## src/rtl/i2c_fifo_buf_pkg.sv

```systemverilog
package i2c_fifo_buf_pkg;
    localparam int BYTE_W = 8;
    localparam int LVL_W  = 6;
    localparam int CFG_W  = 16;

    typedef struct packed {
        logic             rx_dma;
        logic             rx_clr;
        logic [LVL_W-1:0] rx_lvl;
        logic             tx_dma;
        logic             tx_clr;
        logic [LVL_W-1:0] tx_lvl;
    } buf_cfg_t;

    typedef struct packed {
        logic tx_ready;
        logic tx_drain;
        logic rx_ready;
    } buf_flags_t;

    function automatic logic [LVL_W:0] lvl_to_thr(input logic [LVL_W-1:0] f);
        return {1'b0, f} + (LVL_W+1)'(1);
    endfunction
endpackage

```

## src/rtl/i2c_fifo_buf_queue.sv

```systemverilog
module i2c_fifo_buf_queue #(
    parameter int WIDTH = 8,
    parameter int DEPTH = 8,
    localparam int AW = (DEPTH > 1) ? $clog2(DEPTH) : 1,
    localparam int FW = $clog2(DEPTH + 1)
) (
    input  logic             clk,
    input  logic             rst,
    input  logic             flush,
    input  logic             push,
    input  logic [WIDTH-1:0] din,
    input  logic             pop,
    output logic [WIDTH-1:0] dout,
    output logic             full,
    output logic             empty,
    output logic [FW-1:0]    fill
);
    logic [WIDTH-1:0] mem [DEPTH];
    logic [AW-1:0]    wr_ptr, rd_ptr;
    logic             push_ok, pop_ok;

    assign empty   = (fill == '0);
    assign full    = (fill == FW'(DEPTH));
    assign pop_ok  = pop && !empty;
    assign push_ok = push && (!full || pop_ok);
    assign dout    = mem[rd_ptr];

    function automatic logic [AW-1:0] bump(input logic [AW-1:0] p);
        return (p == AW'(DEPTH - 1)) ? '0 : p + AW'(1);
    endfunction

    always_ff @(posedge clk) begin
        if (rst || flush) begin
            wr_ptr <= '0;
            rd_ptr <= '0;
            fill   <= '0;
        end else begin
            if (push_ok) wr_ptr <= bump(wr_ptr);
            if (pop_ok)  rd_ptr <= bump(rd_ptr);
            case ({push_ok, pop_ok})
                2'b10:   fill <= fill + FW'(1);
                2'b01:   fill <= fill - FW'(1);
                default: fill <= fill;
            endcase
        end
    end

    always_ff @(posedge clk) begin
        if (push_ok) mem[wr_ptr] <= din;
    end

    // a push into a full queue without a pop leaves the fill unchanged
    p_full_hold_r11: assert property (@(posedge clk) disable iff (rst)
        (push && full && !pop && !flush) |=> (fill == FW'(DEPTH)));
    // a pop on an empty queue leaves it empty
    p_empty_hold_r13: assert property (@(posedge clk) disable iff (rst)
        (pop && empty && !push && !flush) |=> empty);
endmodule

```

## src/rtl/i2c_fifo_buf_status.sv

```systemverilog
module i2c_fifo_buf_status
    import i2c_fifo_buf_pkg::*;
#(
    parameter int FILL_W = 4,
    parameter int CNT_W  = 16
) (
    input  logic              clk,
    input  logic              rst,
    input  logic              xmit_mode,
    input  logic [FILL_W-1:0] tx_fill,
    input  logic [FILL_W-1:0] rx_fill,
    input  logic [LVL_W:0]    tx_thr,
    input  logic [LVL_W:0]    rx_thr,
    input  logic [CNT_W-1:0]  xfer_count,
    input  logic [CNT_W-1:0]  moved,
    output buf_flags_t        flags,
    output logic [LVL_W-1:0]  drain_count
);
    logic [CNT_W-1:0] tx_fill_x, rx_fill_x, tx_thr_x, rx_thr_x, remain;

    assign tx_fill_x = CNT_W'(tx_fill);
    assign rx_fill_x = CNT_W'(rx_fill);
    assign tx_thr_x  = CNT_W'(tx_thr);
    assign rx_thr_x  = CNT_W'(rx_thr);
    assign remain    = (xfer_count > moved) ? (xfer_count - moved) : '0;

    always_ff @(posedge clk) begin
        if (rst) begin
            flags       <= '0;
            drain_count <= '0;
        end else begin
            flags.rx_ready <= (rx_fill_x > rx_thr_x);
            if (!xmit_mode) begin
                flags.tx_ready <= 1'b0;
                flags.tx_drain <= 1'b0;
            end else if (tx_fill_x <= tx_thr_x) begin
                flags.tx_ready <= 1'b1;
                flags.tx_drain <= 1'b0;
            end else if (remain < tx_thr_x) begin
                flags.tx_ready <= 1'b0;
                flags.tx_drain <= 1'b1;
                drain_count    <= remain[LVL_W-1:0];
            end
        end
    end

    p_rx_quiet_r7: assert property (@(posedge clk) disable iff (rst)
        !xmit_mode |=> (!flags.tx_ready && !flags.tx_drain));
    p_ready_r5: assert property (@(posedge clk) disable iff (rst)
        (xmit_mode && (tx_fill_x <= tx_thr_x)) |=> (flags.tx_ready && !flags.tx_drain));
    p_excl_r6: assert property (@(posedge clk) disable iff (rst)
        !(flags.tx_ready && flags.tx_drain));
    p_rx_level_r8: assert property (@(posedge clk) disable iff (rst)
        (rx_fill_x <= rx_thr_x) |=> !flags.rx_ready);
endmodule

```

## src/rtl/i2c_fifo_buf.sv

```systemverilog
module i2c_fifo_buf
    import i2c_fifo_buf_pkg::*;
#(
    parameter int DEPTH = 8,
    parameter int CNT_W = 16,
    localparam int FW = $clog2(DEPTH + 1)
) (
    input  logic              clk,
    input  logic              rst,
    input  logic              cfg_wr,
    input  logic [CFG_W-1:0]  cfg_word,
    input  logic              xmit_mode,
    input  logic [CNT_W-1:0]  xfer_count,
    input  logic              cpu_push,
    input  logic [BYTE_W-1:0] cpu_wdata,
    input  logic              cpu_pop,
    output logic [BYTE_W-1:0] cpu_rdata,
    input  logic              eng_tx_req,
    output logic [BYTE_W-1:0] eng_tx_data,
    output logic              tx_avail,
    input  logic              eng_rx_valid,
    input  logic [BYTE_W-1:0] eng_rx_data,
    output logic              tx_ready,
    output logic              tx_drain,
    output logic              rx_ready,
    output logic [LVL_W-1:0]  drain_count,
    output logic              tx_dma_req,
    output logic              rx_dma_req,
    output logic              tx_overflow,
    output logic              tx_underflow,
    output logic              rx_overrun
);
    buf_cfg_t         cfg_in;
    logic [LVL_W-1:0] tx_lvl_q, rx_lvl_q;
    logic             tx_dma_q, rx_dma_q, mode_q;
    logic             tx_flush, rx_flush;
    logic             tx_full, tx_empty, rx_full, rx_empty;
    logic [FW-1:0]    tx_fill, rx_fill;
    logic [CNT_W-1:0] moved;
    logic             tx_take;
    buf_flags_t       flags;

    assign cfg_in   = buf_cfg_t'(cfg_word);
    assign tx_flush = (cfg_wr && cfg_in.tx_clr) || (xmit_mode && !mode_q);
    assign rx_flush = (cfg_wr && cfg_in.rx_clr) || (!xmit_mode && mode_q);
    assign tx_take  = eng_tx_req && !tx_empty;
    assign tx_avail = !tx_empty;

    always_ff @(posedge clk) begin
        if (rst) begin
            tx_lvl_q <= '0;
            rx_lvl_q <= '0;
            tx_dma_q <= 1'b0;
            rx_dma_q <= 1'b0;
            mode_q   <= 1'b0;
        end else begin
            mode_q <= xmit_mode;
            if (cfg_wr) begin
                tx_lvl_q <= cfg_in.tx_lvl;
                rx_lvl_q <= cfg_in.rx_lvl;
                tx_dma_q <= cfg_in.tx_dma;
                rx_dma_q <= cfg_in.rx_dma;
            end
        end
    end

    i2c_fifo_buf_queue #(.WIDTH(BYTE_W), .DEPTH(DEPTH)) u_txq (
        .clk(clk), .rst(rst), .flush(tx_flush),
        .push(cpu_push), .din(cpu_wdata),
        .pop(eng_tx_req), .dout(eng_tx_data),
        .full(tx_full), .empty(tx_empty), .fill(tx_fill)
    );

    i2c_fifo_buf_queue #(.WIDTH(BYTE_W), .DEPTH(DEPTH)) u_rxq (
        .clk(clk), .rst(rst), .flush(rx_flush),
        .push(eng_rx_valid), .din(eng_rx_data),
        .pop(cpu_pop), .dout(cpu_rdata),
        .full(rx_full), .empty(rx_empty), .fill(rx_fill)
    );

    always_ff @(posedge clk) begin
        if (rst || tx_flush)  moved <= '0;
        else if (tx_take && moved != '1) moved <= moved + CNT_W'(1);
    end

    always_ff @(posedge clk) begin
        if (rst) begin
            tx_overflow  <= 1'b0;
            tx_underflow <= 1'b0;
            rx_overrun   <= 1'b0;
        end else begin
            if (tx_flush)
                tx_overflow <= 1'b0;
            else if (cpu_push && tx_full && !tx_take)
                tx_overflow <= 1'b1;

            if (cpu_push)
                tx_underflow <= 1'b0;
            else if (eng_tx_req && tx_empty)
                tx_underflow <= 1'b1;

            if (rx_flush || cpu_pop)
                rx_overrun <= 1'b0;
            else if (eng_rx_valid && rx_full)
                rx_overrun <= 1'b1;
        end
    end

    i2c_fifo_buf_status #(.FILL_W(FW), .CNT_W(CNT_W)) u_stat (
        .clk(clk), .rst(rst), .xmit_mode(xmit_mode),
        .tx_fill(tx_fill), .rx_fill(rx_fill),
        .tx_thr(lvl_to_thr(tx_lvl_q)), .rx_thr(lvl_to_thr(rx_lvl_q)),
        .xfer_count(xfer_count), .moved(moved),
        .flags(flags), .drain_count(drain_count)
    );

    assign tx_ready   = flags.tx_ready;
    assign tx_drain   = flags.tx_drain;
    assign rx_ready   = flags.rx_ready;
    assign tx_dma_req = tx_dma_q && flags.tx_ready;
    assign rx_dma_req = rx_dma_q && flags.rx_ready;

    p_tx_clear_r3: assert property (@(posedge clk) disable iff (rst)
        (cfg_wr && cfg_word[6]) |=> (!tx_avail && !tx_overflow));
    p_rx_clear_r3: assert property (@(posedge clk) disable iff (rst)
        (cfg_wr && cfg_word[14]) |=> (rx_empty && !rx_overrun));
    p_mode_tx_r4: assert property (@(posedge clk) disable iff (rst)
        $rose(xmit_mode) |=> !tx_avail);
    p_underflow_r13: assert property (@(posedge clk) disable iff (rst)
        (eng_tx_req && !tx_avail && !cpu_push) |=> tx_underflow);
    p_overrun_r12: assert property (@(posedge clk) disable iff (rst)
        (eng_rx_valid && rx_full && !cpu_pop && !rx_flush) |=> rx_overrun);
    p_dma_off_r9: assert property (@(posedge clk) disable iff (rst)
        !tx_dma_q |-> !tx_dma_req);
endmodule

```

## config.mk

```make
export PLATFORM = sky130hd
export DESIGN_NAME = i2c_fifo_buf
export DESIGN_NICKNAME = d
export VERILOG_FILES = /design/src/rtl/i2c_fifo_buf_pkg.sv /design/src/rtl/i2c_fifo_buf_queue.sv /design/src/rtl/i2c_fifo_buf_status.sv /design/src/rtl/i2c_fifo_buf.sv
export SDC_FILE = /design/constraint.sdc
export NUM_CORES = 1
export LEC_CHECK = 0
export ABC_AREA = 1
export CAP_MARGIN = 30
export CORE_UTILIZATION = 40
export CTS_CLUSTER_SIZE = 12
export DETAILED_ROUTE_END_ITERATION = 10
export HOLD_SLACK_MARGIN = 0.05
export PLACE_DENSITY_LB_ADDON = 0.15
export SLEW_MARGIN = 20
export SYNTH_ARGS = -nofsm -noshare
export SYNTH_HDL_FRONTEND = slang
export SYNTH_SLANG_ARGS = --single-unit
```

## constraint.sdc

```tcl
create_clock -name clk -period 9.1 [get_ports clk]
set_input_delay 2.275 -clock clk [delete_from_list [all_inputs] [get_ports clk]]
set_output_delay 2.275 -clock clk [all_outputs]
set_load 0.01 [all_outputs]
```

* Yosys cells after proc, flatten, opt, wreduce, memory -nomap -nowiden
Memories as Yosys holds them, arrays and structs flattened. A register that Yosys moved wholly into a read port is not among the register bits. Cells that the tools add are included.
Operators by class: $add $sub $neg 12, $mul 0, divide/modulo/power cells 0, $lt $le $gt $ge 4, equality and inequality tests 11, shifts and indexed selects 0, mux-type cells 17, bitwise operators 2, reductions and logical operators 40
Operators with widths (count):
- 2-to-1 mux 3 bit | 8
- adder 16 x 1 -> 16 bit, second input constant | 1
- greater-than comparator 16 bit | 1
- < comparator 16 x 7 -> 1 bit | 1
- 2-to-1 mux 16 bit | 1
- inequality test 16 bit, second input constant | 1
- case mux 4 bit (2 select lines) | 2
- subtractor 16 bit | 1
- logical AND 1 bit | 15
- adder 6 x 1 -> 7 bit, second input constant | 2
- adder 3 x 1 -> 3 bit, second input constant | 4
- equality test 3 bit, second input constant | 4
- adder 4 x 1 -> 4 bit, second input constant | 2
- equality test 4 bit, second input constant | 2
- zero test 4 bit | 2
- OR reduction 2 bit | 4
- subtractor 4 x 1 -> 4 bit, second input constant | 2
- greater-than comparator 4 x 7 -> 1 bit | 1
- <= comparator 4 x 7 -> 1 bit | 1
- zero test 1 bit | 7
- logical OR 1 bit | 7
- nonzero test 2 bit | 3
- equality test 2 x 1 -> 1 bit, second input constant | 2
- equality test 2 bit, second input constant | 2
- other kinds (5) | 10
Storage, ports and cells: register bits after elaboration 63, latch bits 0, memory bits (writable) 128, bits in read-only memories 0, input bits 56, output and inout bits 31, word-level logic and storage cells 107, memories 2
Memory list:
- u_rxq.mem | depth 8, width 8, read ports 1, clocked after memory_dff 1, wr ports 1, RTL line i2c_fifo_buf_queue.sv:18 | logic [WIDTH-1:0] mem [DEPTH];
- u_txq.mem | depth 8, width 8, read ports 1, clocked after memory_dff 1, wr ports 1, RTL line i2c_fifo_buf_queue.sv:18

* Depth between registers and ports, before layout
depth after elaboration 7, mapped depth 25, gate-level depth less buffers 24

* Modules after synthesis
A second synthesis with hierarchy kept.
Unflattened totals: cell total of the unflattened synthesis 1154, area, all modules 10284.9 µm²
Modules (own cells, without submodules):
- i2c_fifo_buf_queue | instances 2, cells an instance 259, area an instance 3240.6 µm², sequential area each 2182.1 µm²
- i2c_fifo_buf_status | instances 1, cells an instance 365, area an instance 2014.4 µm², sequential area each 180.2 µm²
- i2c_fifo_buf | instances 1, cells an instance 271, area an instance 1789.2 µm², sequential area each 680.7 µm²

* Least setup slack after synthesis
No wires, ideal clock.
path kind input-to-reg, from in xfer_count[0], to reg u_stat.drain_count[1], library setup time 113 ps, data arrival time 4528 ps, data required time 8987 ps, slack 4459 ps, stages 20, buffers on the path 1, cell sequence inv_1 ha_1 inv_1 fa_1 nand2_1 nand2_1 nand3_1 nand2_1 nand2_1 nand2_2 nand2_4 nor2_1 ha_1 a21oi_1 o21ai_2 nor2_4 nand3_2 buf_6 nor2_1 nor2_1
Between the ends: longest elaborated chain between the ends 4, elaborated cells between the ends (all ways) 5, classes of those cells add/sub (1); order compare (2); mux (1); reduce/logical (1)
Ends and longest elaborated chain:
- start: declaration | RTL line i2c_fifo_buf.sv:13 | input logic [CNT_W-1:0] xfer_count,
- subtractor 16 bit or greater-than comparator 16 bit (tied branches) | RTL line i2c_fifo_buf_status.sv:25 | assign remain = (xfer_count > moved) ? (xfer_count - moved) : '0;
- 2-to-1 mux 16 bit (*) | RTL line i2c_fifo_buf_status.sv:25
- via u_stat.remain[5] | RTL line i2c_fifo_buf_status.sv:19 | logic [CNT_W-1:0] tx_fill_x, rx_fill_x, tx_thr_x, rx_thr_x, remain;
- < comparator 16 x 7 -> 1 bit (*) | RTL line i2c_fifo_buf_status.sv:39 | end else if (remain < tx_thr_x) begin
- AND reduction 3 bit (no line) (*)
- end signal: assignment | RTL line i2c_fifo_buf_status.sv:42 | drain_count <= remain[LVL_W-1:0];
- end: declaration | RTL line i2c_fifo_buf_status.sv:17 | output logic [LVL_W-1:0] drain_count
Mark *: on every way through the listed nets, which the timed path passes. The rest lies on a longest branch. A chain may end at the register's enable or synchronous reset.

==> results by group <==
Route
  – DR WL met3: ~860 um
  – Vias: between 7000 and 8000
  – DR pass1 iterations: 5
  – Initial drt markers: 418
  – DR WL/cell: ~14 um
  – Detailed route wirelength on metal2: roughly 9.9 mm
  – Drc violations: 0
  – DRT met1 WL: 10.4 mm
  – Vias/cell: 4.83
  – Post-Route WL: 21.3 mm
  – Routed Antenna Nets: 0
  – Top Layer Used: met4

Global routing
  – Vias in the first global route: between 6000 and 7000
  – Initial antenna violation count: 0
  – First-pass GRT wire length: 34.9 mm
  – Total GRT Usage: 0.184
  – Largest net degree at the start of global routing: 34
  – Grt ovf: 0

Timing
  – Clock skew: ~0.015 ns
  – Period utilization: 0.562
  – RSZ-0062 raised after global routing: no
  – Final setup viols: 0
  – Final setup TNS: 0 ns
  – FMAX: approximately 200 MHz
  – Count of pins over their slew limit: 0
  – Fin. Hold Viols: 0
  – Worst-Margin Slew: about 1 ns
  – Rel. slew slack: 0.339
  – Minimum clock period: approximately 5.1 ns

Place
  – DP HPWL: between 10 and 15 mm
  – IO Port Bufs: 86
  – GPL Wtd Cong: 0.826
  – Placed insts: around 1500

Logic synthesis
  – Synth warn: 0
  – #FFs+latches synth: 197
  – Cells after synthesis: 1074
  – Cell area after synthesis: 9590 um2
  – Syn Nets: between 1000 and 1500
  – Post-synthesis sequential area ratio: 0.545
  – Post-synth EDFFs: between 100 and 150
  – Commonest register cell after synthesis: edfxtp_1
  – Ys async rst share: 0
  – Yosys cell types: 43
  – Synthesized area per cell: ~8.9 um2

Worst setup path
  – Reg-to-Reg Start: moved[0]$_SDFFE_PP0P_
  – Worst path top cell family by delay: buffers and inverters
  – Crit path required time: 6.83 ns
  – Critical path destination: eng_tx_data[2]
  – Worst path depth: 5
  – CP Cell Sequence: inv_1 > nor2_1 > o21ai_0 > a31oi_1 > clkdlybuf4s50_1
  – Worst r2r dst: u_stat.drain_count[4]$_SDFFE_PP0P_
  – Reg2Reg Depth: 18
  – Critical path fanouts, max: 17
  – Crit end category: output pin
  – CP Launch Type: register
  – Flop-to-flop setup slack: 6.06 ns
  – Worst path slowest cell: dfxtp_1
  – Critical Path AT: between 2 and 3 ns
  – Setup CP Type: register to output pin
  – Max incr delay on CP: ~0.75 ns
  – Worst path bufs/invs: 2

Floorplanning
  – Total die area: around 25000 um2
  – Die Span X: ~160 um
  – Boundary Pins: 87
  – Initial Utilization: 0.409
  – Core area: between 20000 and 25000 um2
  – Die H: 157 um
  – FP Rows: 56

Cells and area
  – Final nets: 1268
  – Final Util: 0.487
  – FILL cells: approximately 2200
  – Antenna diodes: 0
  – Layout cell share with drive strength beyond 1: 0.0511
  – Area grow syn2layout: 19.2%
  – Post-Layout Cell Count: ~1500

Clock tree
  – CTS buffer count: 17
  – # resized after CTS: 0
  – CTS tree: built
  – Clk Latency, worst-skew pair: ~0.44 ns
  – CTS Hold Bufs: 0
  – Reg clk slew, reported paths: 0.08 ns
  – Max clock buf depth: 2
  – Root Buffer: clkbuf_16
  – # Post-CTS Setup Buffers: 0
  – Num Clock Sinks: approximately 200
  – H-Tree Depth: 4

Hold path
  – Type of the tightest min-delay check: register to register

Power
  – Final Power: roughly 2 mW
  – VDD IR max: 0.000113 V
  – Static leakage: 4.53 nW
  – PwrDens: between 150 and 200 nW/um2

Run
  – Number of max-cap violations: 0

Run status
  – Status: finished, final reports clean
==> state kept, by name, summed over array words and instances, names as in the netlist, 3 cells and up, named ones only <==
name                cells
moved                  16
u_rxq.wr_ptr            3
u_txq.wr_ptr            3
u_stat.flags            3
u_stat.drain_count      6
u_rxq.mem              64
u_rxq.rd_ptr            3
u_rxq.fill              4
rx_lvl_q                6
u_txq.rd_ptr            3
u_txq.fill              4
u_txq.mem              64
tx_lvl_q                6
==> cells in the mapped netlist, types with 8 or more instances <==
library cell,count,area (um2)
nor2_1,218,818
nand2_1,164,616
edfxtp_1,128,3840
inv_1,127,477
o21ai_0,102,510
dfxtp_1,69,1380
a21oi_1,47,235
ha_1,47,588
nand3_1,32,160
clkbuf_1,23,86.3
a31oi_1,16,100
o22ai_1,16,100
nor3_1,13,65.1
nand4_1,8,50.1
xnor2_1,8,70.1
==> report_power, final <==
group	internal (mW)	switching (mW)
combinational	0.116	0.156
clock	0.392	0.357
sequential	0.976	0.0137
==> worst min-delay path by stage <==
| stage | start | to | slack (ns) | cells past startpoint |
|---|---|---|---|---|
| after global placement | rx_overrun$_SDFFE_PP0P_ | rx_overrun$_SDFFE_PP0P_ | 0.45 | 2 |
| after CTS | rx_lvl_q[5]$_SDFFE_PP0P_ | rx_lvl_q[5]$_SDFFE_PP0P_ | 0.47 | 2 |
| final | rx_lvl_q[5]$_SDFFE_PP0P_ | rx_lvl_q[5]$_SDFFE_PP0P_ | 0.46 | 2 |
| after global routing | rx_lvl_q[5]$_SDFFE_PP0P_ | rx_lvl_q[5]$_SDFFE_PP0P_ | 0.50 | 2 |
| after detailed placement | rx_overrun$_SDFFE_PP0P_ | rx_overrun$_SDFFE_PP0P_ | 0.46 | 2 |
| after floorplan | rx_lvl_q[5]$_SDFFE_PP0P_ | rx_lvl_q[5]$_SDFFE_PP0P_ | 0.43 | 2 |
==> cell usage in the layout (no fill, tap or decap), types with 5 or more instances in the layout <==
cell	count
clkdlybuf4s50_1	86
nand4_1	8
dfxtp_1	69
inv_1	127
edfxtp_1	128
o22ai_1	16
nand3_1	32
nand2_2	6
ha_1	47
nand2_1	164
o21ai_0	102
o211a_1	5
nor3_1	13
xor2_1	6
a31oi_1	16
a21oi_1	47
buf_4	6
nor2_1	218
clkbuf_16	17
xnor2_1	8
==> stage by stage <==
stage / instance area, um2 / hold WS, ns / setup slack [ns]
floorplan: 9590 / 0.434 / 4.46
CTS: 11400 / 0.471 / 3.83
finish: 11400 / 0.464 / 3.99
detailed placement: 10800 / 0.457 / 3.78
global placement: 10800 / 0.449 / 3.85
global route: 11400 / 0.505 / 3.74
==> worst reg2reg max path, cell delays in order, from the launching register on <==
cell	delay [ns]
dfxtp_1	0.43
ha_1	0.18
inv_1	0.07
fa_1	0.38
nand2_1	0.10
nand2_1	0.08
nand3_1	0.08
nand2_1	0.08
nand2_1	0.08
nand2_2	0.07
nand2_4	0.14
nor2_1	0.09
ha_1	0.31
a21oi_1	0.19
o21ai_2	0.10
nor2_4	0.14
nand3_2	0.20
nor2_1	0.17
nor2_1	0.06
==> logic make-up after synthesis <==
logic type / after synthesis / share of synthesized area
compound gates: 199 / 0.115
xor+xnor: 14 / 0.0128
fa+ha+maj: 50 / 0.0676
buf+inv: 155 / 0.0618
flops: 197 / 0.545
simple gates: 459 / 0.198
==> final cells by class <==
class | instances | area (um2) | area share
Clock inverter | 14 | 159 | 0.0139
Clock buffer | 18 | 429 | 0.0375
Sequential cell | 197 | 5230 | 0.457
Multi-Input combinational cell | 722 | 3770 | 0.330
Inverter | 130 | 490 | 0.0429
Tap cell | 319 | 399 | 0.0349
Timing Repair Buffer | 94 | 961 | 0.0840
==> routing by layer <==
| metal | up-vias | global-route usage |
|---|---|---|
| met2 | 117 | 0.303 |
| met5 | - | 0 |
| met3 | 17 | 0.0346 |
| met1 | 3308 | 0.247 |
| li1 | 3778 | - |
| met4 | 0 | 0.0462 |
Power figures use the tool's default switching activity.
